--- src/rtl/dmd_pkg.sv ---
package dmd_pkg;

    typedef enum logic [1:0] {
        CS_START   = 2'd0,
        CS_SWALLOW = 2'd1,
        CS_MAIN    = 2'd2
    } ctrl_state_t;

    typedef enum logic {
        PH_FIRST  = 1'b0,
        PH_SECOND = 1'b1
    } pre_phase_t;

endpackage

--- src/rtl/dmd_ratio_decode.sv ---
module dmd_ratio_decode #(
    parameter int NW       = 10,
    parameter bit USE_BCD  = 1'b0,
    parameter int PRE_BASE = 5,
    parameter int AW       = $clog2(2 * PRE_BASE)
) (
    input  logic [NW-1:0] n_in,
    output logic [NW-1:0] m_val,
    output logic [AW-1:0] a_val,
    output logic          clamp
);
    localparam int LOW_MOD = 2 * PRE_BASE;
    localparam int N_MIN   = LOW_MOD * (LOW_MOD - 1);
    localparam int NDIG    = NW / 4;
    localparam logic [NW-1:0] LOW_V  = NW'(LOW_MOD);
    localparam logic [NW-1:0] NMIN_V = NW'(N_MIN);

    logic [NW-1:0] n_bin;
    logic [NW-1:0] eff;

    generate
        if (USE_BCD) begin : g_bcd
            always_comb begin
                int acc;
                int w;
                acc = 0;
                w   = 1;
                for (int k = 0; k < NDIG; k++) begin
                    acc = acc + int'(n_in[4*k +: 4]) * w;
                    w   = w * 10;
                end
                n_bin = NW'(acc);
            end
        end else begin : g_bin
            assign n_bin = n_in;
        end
    endgenerate

    always_comb begin
        clamp = (n_bin < NMIN_V);
        eff   = clamp ? NMIN_V : n_bin;
        m_val = eff / LOW_V;
        a_val = AW'(eff % LOW_V);
    end

endmodule

--- src/rtl/dmd_prescaler.sv ---
module dmd_prescaler
    import dmd_pkg::*;
#(
    parameter int PRE_BASE = 5
) (
    input  logic clk,
    input  logic rst,
    input  logic hold,
    input  logic high,
    output logic pre_tick
);
    localparam int QW = $clog2(PRE_BASE + 1);

    pre_phase_t    ph;
    pre_phase_t    ph_nxt;
    logic [QW-1:0] q;
    logic [QW-1:0] last_q;

    // Only the second half may stretch by one slot, giving 10 or 11 overall
    always_comb begin
        last_q = (ph == PH_SECOND && high) ? QW'(PRE_BASE) : QW'(PRE_BASE - 1);
        ph_nxt = ph;
        unique case (ph)
            PH_FIRST:  if (q == last_q) ph_nxt = PH_SECOND;
            PH_SECOND: if (q == last_q) ph_nxt = PH_FIRST;
        endcase
    end

    always_ff @(posedge clk) begin
        if (rst || hold) begin
            ph <= PH_FIRST;
            q  <= '0;
        end else begin
            ph <= ph_nxt;
            q  <= (q == last_q) ? '0 : q + QW'(1);
        end
    end

    assign pre_tick = (ph == PH_SECOND) && (q == last_q);

    assert_slot_bound_R2: assert property (@(posedge clk) disable iff (rst)
        q <= QW'(PRE_BASE));

    assert_extra_slot_high_R2: assert property (@(posedge clk) disable iff (rst)
        (q == QW'(PRE_BASE)) |-> (ph == PH_SECOND && high));

endmodule

--- src/rtl/dmd_ctrl.sv ---
module dmd_ctrl
    import dmd_pkg::*;
#(
    parameter int CW = 10,
    parameter int AW = 4
) (
    input  logic          clk,
    input  logic          rst,
    input  logic          pre_tick,
    input  logic [CW-1:0] m_ld,
    input  logic [AW-1:0] a_ld,
    input  logic          clamp_ld,
    output logic          hold,
    output logic          high,
    output logic          pulse,
    output logic          clamped
);
    ctrl_state_t   state;
    ctrl_state_t   nxt;
    logic [CW-1:0] m_cnt;
    logic [AW-1:0] a_cnt;
    logic          early;
    logic          wrap;
    logic          reload;
    ctrl_state_t   entry;

    // Early decode: main count at 1 means the running prescaler cycle is the last
    assign early  = (m_cnt == CW'(1));
    assign wrap   = (state != CS_START) && pre_tick && early;
    assign reload = (state == CS_START) || wrap;
    assign entry  = (a_ld != '0) ? CS_SWALLOW : CS_MAIN;

    always_comb begin
        nxt = state;
        unique case (state)
            CS_START:   nxt = entry;
            CS_SWALLOW: begin
                if (pre_tick) begin
                    if (early)                   nxt = entry;
                    else if (a_cnt == AW'(1))    nxt = CS_MAIN;
                end
            end
            CS_MAIN:    if (pre_tick && early) nxt = entry;
            default:    nxt = CS_START;
        endcase
    end

    always_ff @(posedge clk) begin
        if (rst) state <= CS_START;
        else     state <= nxt;
    end

    always_ff @(posedge clk) begin
        if (rst) begin
            m_cnt <= '0;
            a_cnt <= '0;
        end else if (reload) begin
            m_cnt <= m_ld;
            a_cnt <= a_ld;
        end else if (pre_tick) begin
            m_cnt <= m_cnt - CW'(1);
            if (a_cnt != '0) a_cnt <= a_cnt - AW'(1);
        end
    end

    always_ff @(posedge clk) begin
        if (rst) begin
            pulse   <= 1'b0;
            clamped <= 1'b0;
        end else begin
            pulse <= wrap;
            if (wrap) clamped <= clamp_ld;
        end
    end

    assign hold = (state == CS_START);
    assign high = (state == CS_SWALLOW);

    assert_one_cycle_pulse_R1: assert property (@(posedge clk) disable iff (rst)
        pulse |=> !pulse);

    assert_zero_detect_state_R2: assert property (@(posedge clk) disable iff (rst)
        (state != CS_START) |-> ((state == CS_SWALLOW) == (a_cnt != '0)));

    assert_main_count_live_R2: assert property (@(posedge clk) disable iff (rst)
        (state != CS_START) |-> (m_cnt != '0));

    assert_swallow_within_main_R2: assert property (@(posedge clk) disable iff (rst)
        (state != CS_START) |-> (CW'(a_cnt) <= m_cnt));

    assert_flag_moves_with_pulse_R7: assert property (@(posedge clk) disable iff (rst)
        !$stable(clamped) |-> pulse);

endmodule

--- src/rtl/dmd_divider.sv ---
module dmd_divider #(
    parameter int NW       = 10,
    parameter bit USE_BCD  = 1'b0,
    parameter int PRE_BASE = 5
) (
    input  logic          clk,
    input  logic          rst,
    input  logic [NW-1:0] n_value,
    output logic          div_pulse,
    output logic          n_clamped
);
    localparam int AW = $clog2(2 * PRE_BASE);

    logic [NW-1:0] m_val;
    logic [AW-1:0] a_val;
    logic          clamp;
    logic          hold;
    logic          high;
    logic          pre_tick;

    dmd_ratio_decode #(
        .NW(NW), .USE_BCD(USE_BCD), .PRE_BASE(PRE_BASE), .AW(AW)
    ) u_dec (
        .n_in(n_value), .m_val(m_val), .a_val(a_val), .clamp(clamp)
    );

    dmd_prescaler #(.PRE_BASE(PRE_BASE)) u_pre (
        .clk(clk), .rst(rst), .hold(hold), .high(high), .pre_tick(pre_tick)
    );

    dmd_ctrl #(.CW(NW), .AW(AW)) u_ctl (
        .clk(clk), .rst(rst), .pre_tick(pre_tick),
        .m_ld(m_val), .a_ld(a_val), .clamp_ld(clamp),
        .hold(hold), .high(high), .pulse(div_pulse), .clamped(n_clamped)
    );

endmodule

--- config.mk ---
export PLATFORM = sky130hd
export DESIGN_NAME = dmd_divider
export DESIGN_NICKNAME = d
export VERILOG_FILES = /design/src/rtl/dmd_pkg.sv /design/src/rtl/dmd_ratio_decode.sv /design/src/rtl/dmd_prescaler.sv /design/src/rtl/dmd_ctrl.sv /design/src/rtl/dmd_divider.sv
export SDC_FILE = /design/constraint.sdc
export NUM_CORES = 1
export LEC_CHECK = 0
export ABC_AREA = 1
export BUFFER_PORTS_ARGS = -buffer_cell sky130_fd_sc_hd__buf_2
export CORE_MARGIN = 8
export CORE_UTILIZATION = 39
export DETAILED_ROUTE_END_ITERATION = 8
export GPL_TIMING_DRIVEN = 0
export SETUP_SLACK_MARGIN = 0.2
export SLEW_MARGIN = 20
export SYNTH_ARGS = -nofsm -noshare
export SYNTH_HDL_FRONTEND = slang
export SYNTH_SLANG_ARGS = --single-unit
--- constraint.sdc ---
create_clock -name clk -period 5.4 [get_ports clk]
set_clock_uncertainty 0.2 [all_clocks]
set_input_delay 0.27 -clock clk [delete_from_list [all_inputs] [get_ports clk]]
set_output_delay 0.27 -clock clk [all_outputs]
set_load 0.05 [all_outputs]
Yosys cells after proc, flatten, opt, wreduce, memory -nomap -nowiden. Index checks and enable logic that the tools add are counted.

Divide/modulo/power cells: 2. Reduce and logical (&&, ||, !) cells: 16. Add/subtract/negate cells: 3. Mux-type cells: 16. $lt $le $gt $ge: 1. Bitwise operators: 1. Equal/unequal tests: 8.

Operators by type and width (number): $mux 10 (3); $mux 4 (3); $div 10x4->10 const B (1); $eq 10x1->1 const B (1); $lt 10x7->1 const B (1); $mod 10x4->10 const B (1); $mux 2 (5); $sub 10x1->10 const B (1); $reduce_bool 4->1 (2); $pmux 2 s3 (1); $reduce_bool 2->1 (3); $logic_and 1x1->1 (5); $eq 4x1->1 const B (1); $ne 2x1->1 const B (2); $sub 4x1->4 const B (1); $add 3x1->3 const B (1); $eq 3x3->1 (1); $mux 1 (3); $ne 3x1->1 const B (1); $reduce_and 3->1 (1); $eq 2x1->1 const B (1); $eq 2x2->1 const B (1); $logic_not 2->1 (1); $logic_or 1x1->1 (2); 4 further kinds (4).

Bits in registers: 22. Word-level logic and storage cells: 54. Input port bits: 12. Output and inout port bits: 2.

Logic depth before layout (Yosys ltp).
Depth after elaboration: 10. Mapped depth: 34. Mapped depth without buffers: 34.

By module. A second synthesis with hierarchy kept.

Cells, all modules: 355. Area total of the unflattened synthesis: 2239.6 sq um.

By module, submodules not included: dmd_ctrl (cells an instance 189, seq. area each 360.3 sq um, area each 1260.0 sq um, times used 1); dmd_ratio_decode (cells an instance 144, seq. area each 0.0 sq um, area each 788.3 sq um, times used 1); dmd_prescaler (cells an instance 22, seq. area each 80.1 sq um, area each 191.4 sq um, times used 1).

Least setup slack after synthesis. Ideal clock, no wire load.

Path kind: in2reg. Start point: in n_value[8]. End point: reg u_ctl.state[1]. Arrival time: 2653 ps. Setup slack: 2416 ps. Path buffers: 0. Stages on the path: 29. Setup time: 131 ps. Data required time: 5069 ps. Cell sequence: nor2_4 nand2_2 o21ai_2 nand3_2 nand2_2 nand3_1 nand2_4 nand2_4 nand2_4 nand2_4 nand3_2 nand3_2 nand2_1 nand2_1 inv_2 nand2_2 nand2_1 nand2_1 nand2_1 inv_1 ha_1 inv_1 nand2_1 nand2_1 nor2_2 nand2_1 nand2_1 nand2_1 a21oi_2.

Longest elaborated chain between the ends: 8. Elaborated cells on any way between the ends: 9. Those cells by class: 1 x div; 1 x order compare; 6 x mux; 1 x reduce/logical.

Ends and longest elaborated chain: start: declaration (line dmd_divider.sv:8) `input logic [NW-1:0] n_value,`; $lt 10x7->1 (line dmd_ratio_decode.sv:40) `clamp = (n_bin < NMIN_V);`; $mux 10 * (line dmd_ratio_decode.sv:41) `eff = clamp ? NMIN_V : n_bin;`; $mod 10x4->10 * (line dmd_ratio_decode.sv:43) `a_val = AW'(eff % LOW_V);`; $reduce_bool 4->1 * (line dmd_ctrl.sv:31) `assign entry = (a_ld != '0) ? CS_SWALLOW : CS_MAIN;`; $mux 2 * (line dmd_ctrl.sv:31); $mux 2 (line dmd_ctrl.sv:39) `if (early) nxt = entry;`; $mux 2 (line dmd_ctrl.sv:38) `if (pre_tick) begin`; $pmux 2 s3 * (line dmd_ctrl.sv:35) `unique case (state)`; end signal: assignment (line dmd_ctrl.sv:50) `else state <= nxt;`; end: declaration (line dmd_ctrl.sv:18) `ctrl_state_t state;`.

Mark *: on every way between the ends. The rest lies on a longest branch, timed or not. The select of a mux whose other input is x is not followed. A chain may end at the register's enable or synchronous reset.

Worst setup path after layout. Ends and elaborated chain as after synthesis.

==> metrics.md <==
| Metric | Value |
|---|---|
| Outcome | finished, final reports clean |
| Area grow syn2layout | 11.5% |
| Leading area contributor after synthesis | dfxtp_1 |
| # placed instances | 379 |
| Most common library cells after synthesis | nand2_1 (71), inv_1 (40), nand3_1 (27) |
| DIE HEIGHT | 86.0 microns |
| Worst min-delay path class | primary input to flop |
| # clock sinks | 22 |
| Nets | 337 |
| Largest net degree at the start of global routing | 14 |
| GP Congestion | 0.770 |
| Fin. max-slew vios | 0 |
| Die area | 0.00740 sq mm |
| Routed Antenna Nets | 0 |
| CP Launch Type | primary input |
| Ranking of synthesized cells by area | dfxtp_1 (23%), nand2_1 (14%), inv_1 (7.9%), nand3_1 (7.1%), ha_1 (5.2%) |
| Final core occ | 0.451 |
| DRC Markers | 0 |
| Met1 Usage GRT | 0.163 |
| Cts repair resizes | 0 |
| Grt met2 use | 0.203 |
| Asr flop ratio synth | 0 |
| Max clock buf depth | 2 |
| Smallest hold slack | 16.9 ps |
| Final wirelength | 4200 microns |
| CTS buffer count | 3 |
| Net Sw Frac | 0.468 |
| H-tree levels | 1 |
| Final instance area | 0.00213 sq mm |
| Cell-internal power | 0.504 mW |
| Synth top area share | 0.230 |
| Final Cycle Share | 0.598 |
| Reg clk slew, reported paths | 90 ps |
| Slowest CP cell | ha_1 |
| HPWL after detailed placement | 3410 microns |
| Comb pwr share | 0.565 |
| Crit path max fanout | 5 |
| Vias after detailed routing | 1889 |
| Register area share after synthesis | 0.230 |
| Clock network power share | 0.165 |
| Crit path largest cell delay | 260 ps |
| Pwr Density | 444 mW/mm^2 |
| Library cells used by synthesis | 35 |
| Vias per inst | 4.93 |
| Worst endpoint data arrival time | 3170 ps |
| Clk Latency, worst-skew pair | 270 ps |
| Min Tclk post-route | 3230 ps |
| Post-synth net total | 319 |
| Post-placement cell area | 0.00206 sq mm |
| Number of diodes | 0 |
| Core Rows | 25 |
| Achievable frequency | 0.310 GHz |
| Gate Count Post-Synth | 299 |
| Initial core utilization | 0.405 |
| Max Cap Viol | 0 |
| Antenna violations before repair | 0 |
| Avg Synthesized Cell Area | 6.39 sq um |
| CP required | 5340 ps |
| Static leakage | 1.02 nW |
| Root buffer cell | clkbuf_8 |
| Cell Area, Synth | 0.00191 sq mm |
| Final Hold Violating Endpoints | 0 |
| Top_reg_cell synth | dfxtp_1 |
| Setup TNS | 0 ps |
| Setup CP Type | primary input to flop |
| Final non-filler cell total | 383 |
| Layout cell share with drive strength beyond 1 | 0.174 |
| Switching pwr | 0.443 mW |
| Crit. End Element | flop |
| Top-count cell post-synth | nand2_1 |
| Core area | 0.00472 sq mm |
| Routed WL per cell | 11.0 microns |
| # setup viols final | 0 |
| GRT Overall Usage | 0.124 |
| Worst Max-Slew Pin Slew | 572 ps |
| Most frequent CP cell | nand2_1 |
| EDFF count, synth | 0 |
| GRT Residual Overflow | 0 |
| Number of global-route vias before repair | 1775 |
| CTS hold repair buffers | 0 |
| 1st-pass router iterations | 4 |
| Boundary Pins | 14 |
| DRT iter0 DRCs | 92 |
| Synth Area in Compound Gates | 0.173 |
| Post-Synth Simple-Gate Area | 0.412 |
| First-pass GRT wire length | 7750 microns |
| Post-Synth XOR/XNOR Area | 0.0366 |
| Main combinational cell family by area after synthesis | simple AND/OR/NAND/NOR gates |
| Busiest grt layer | met2 |
| Flop pwr share | 0.270 |
| Die X | 86.0 microns |
| Yosys warnings | 0 |
| Input/output buffers | 13 |
| Yosys reg bits | 22 |
| IR drop worst, VDD | 0.000125 V |
| Adder-cell share of the synthesized area | 0.0524 |
| CTS tree | yes |
| Multiplexer share of the synthesized area | 0 |
| Post-CTS Setup Inserts | 0 |
| RSZ-0062 raised after global routing | no |
| Met3 Use GR | 0.0143 |
| Slew HR | 0.617 |
## sequential cells by signal (all words and copies together), names as in the netlist
register / cells
u_ctl.m_cnt: 10
u_ctl.pulse: 1
u_ctl.state: 2
u_ctl.a_cnt: 4
u_pre.q: 3
u_ctl.clamped: 1
u_pre.ph: 1
## power by group through the flow
stage          combinational (mW)  sequential (mW)  clock (mW)
2_1_floorplan               0.433            0.248           0
3_3_place_gp                0.528            0.258           0
3_5_place_dp                0.533            0.259           0
4_1_cts                     0.537            0.255       0.160
5_1_grt                     0.625            0.264       0.167
6_report                    0.535            0.255       0.157
## cell families after synthesis
| logic type | Yosys count |
|---|---|
| simple gates | 159 |
| compound gates | 53 |
| buf+inv | 49 |
| flops | 22 |
| xor+xnor | 8 |
| fa+ha+maj | 8 |
## routing by layer
metal,up-vias,part of all wire
met5,-,0
met4,0,0.010
met3,4,0.048
met2,41,0.45
met1,822,0.49
li1,1022,-
## stage by stage
| step | setup WS [ps] | power, mW |
|---|---|---|
| 2_1_floorplan | 2420 | 0.681 |
| 3_3_place_gp | 1910 | 0.786 |
| 3_5_place_dp | 1860 | 0.792 |
| 4_1_cts | 2150 | 0.951 |
| 5_1_grt | 1760 | 1.06 |
| 6_report | 2170 | 0.947 |
## final timing paths
check | end | depth (start not counted) | from | slack [ps]
worst max-delay path | u_ctl.state[1]$_SDFFE_PP0P_ | 32 | n_value[8] | 2170
worst min-delay path | u_ctl.m_cnt[0]$_SDFFE_PP0P_ | 2 | rst | 20
worst max register to register | u_ctl.m_cnt[4]$_SDFFE_PP0P_ | 14 | u_ctl.state[0]$_SDFFE_PP0P_ | 2530
worst min register to register | u_ctl.clamped$_SDFFE_PP0P_ | 2 | u_ctl.clamped$_SDFFE_PP0P_ | 270
## critical path: cells and delay by family
kind	cells	cell delay (ps)
AO/OA/AOI/OAI	2	280
adder cells (fa/ha/maj)	1	260
buffers and inverters	5	360
AND/OR/NAND/NOR	24	2020
## cell usage in the layout (no fill, tap or decap), types with 7 or more instances in the layout
master	instances
ha_1	8
o21ai_0	20
nand2_2	12
dfxtp_1	22
a21oi_1	15
buf_2	13
nand2_1	71
nand4_1	7
nand3_1	27
nor2_1	19
inv_1	40
## layout make-up
cell class,instances,area (sq um)
Fill cell,492,2590
Timing Repair Buffer,13,65.1
Inverter,46,173
Buffer,3,11.3
Clock inverter,1,30.0
Multi-Input combinational cell,228,1290
Tap cell,67,83.8
Sequential cell,22,440
Clock buffer,3,41.3
Note: power is estimated with default switching activity, not from simulation.
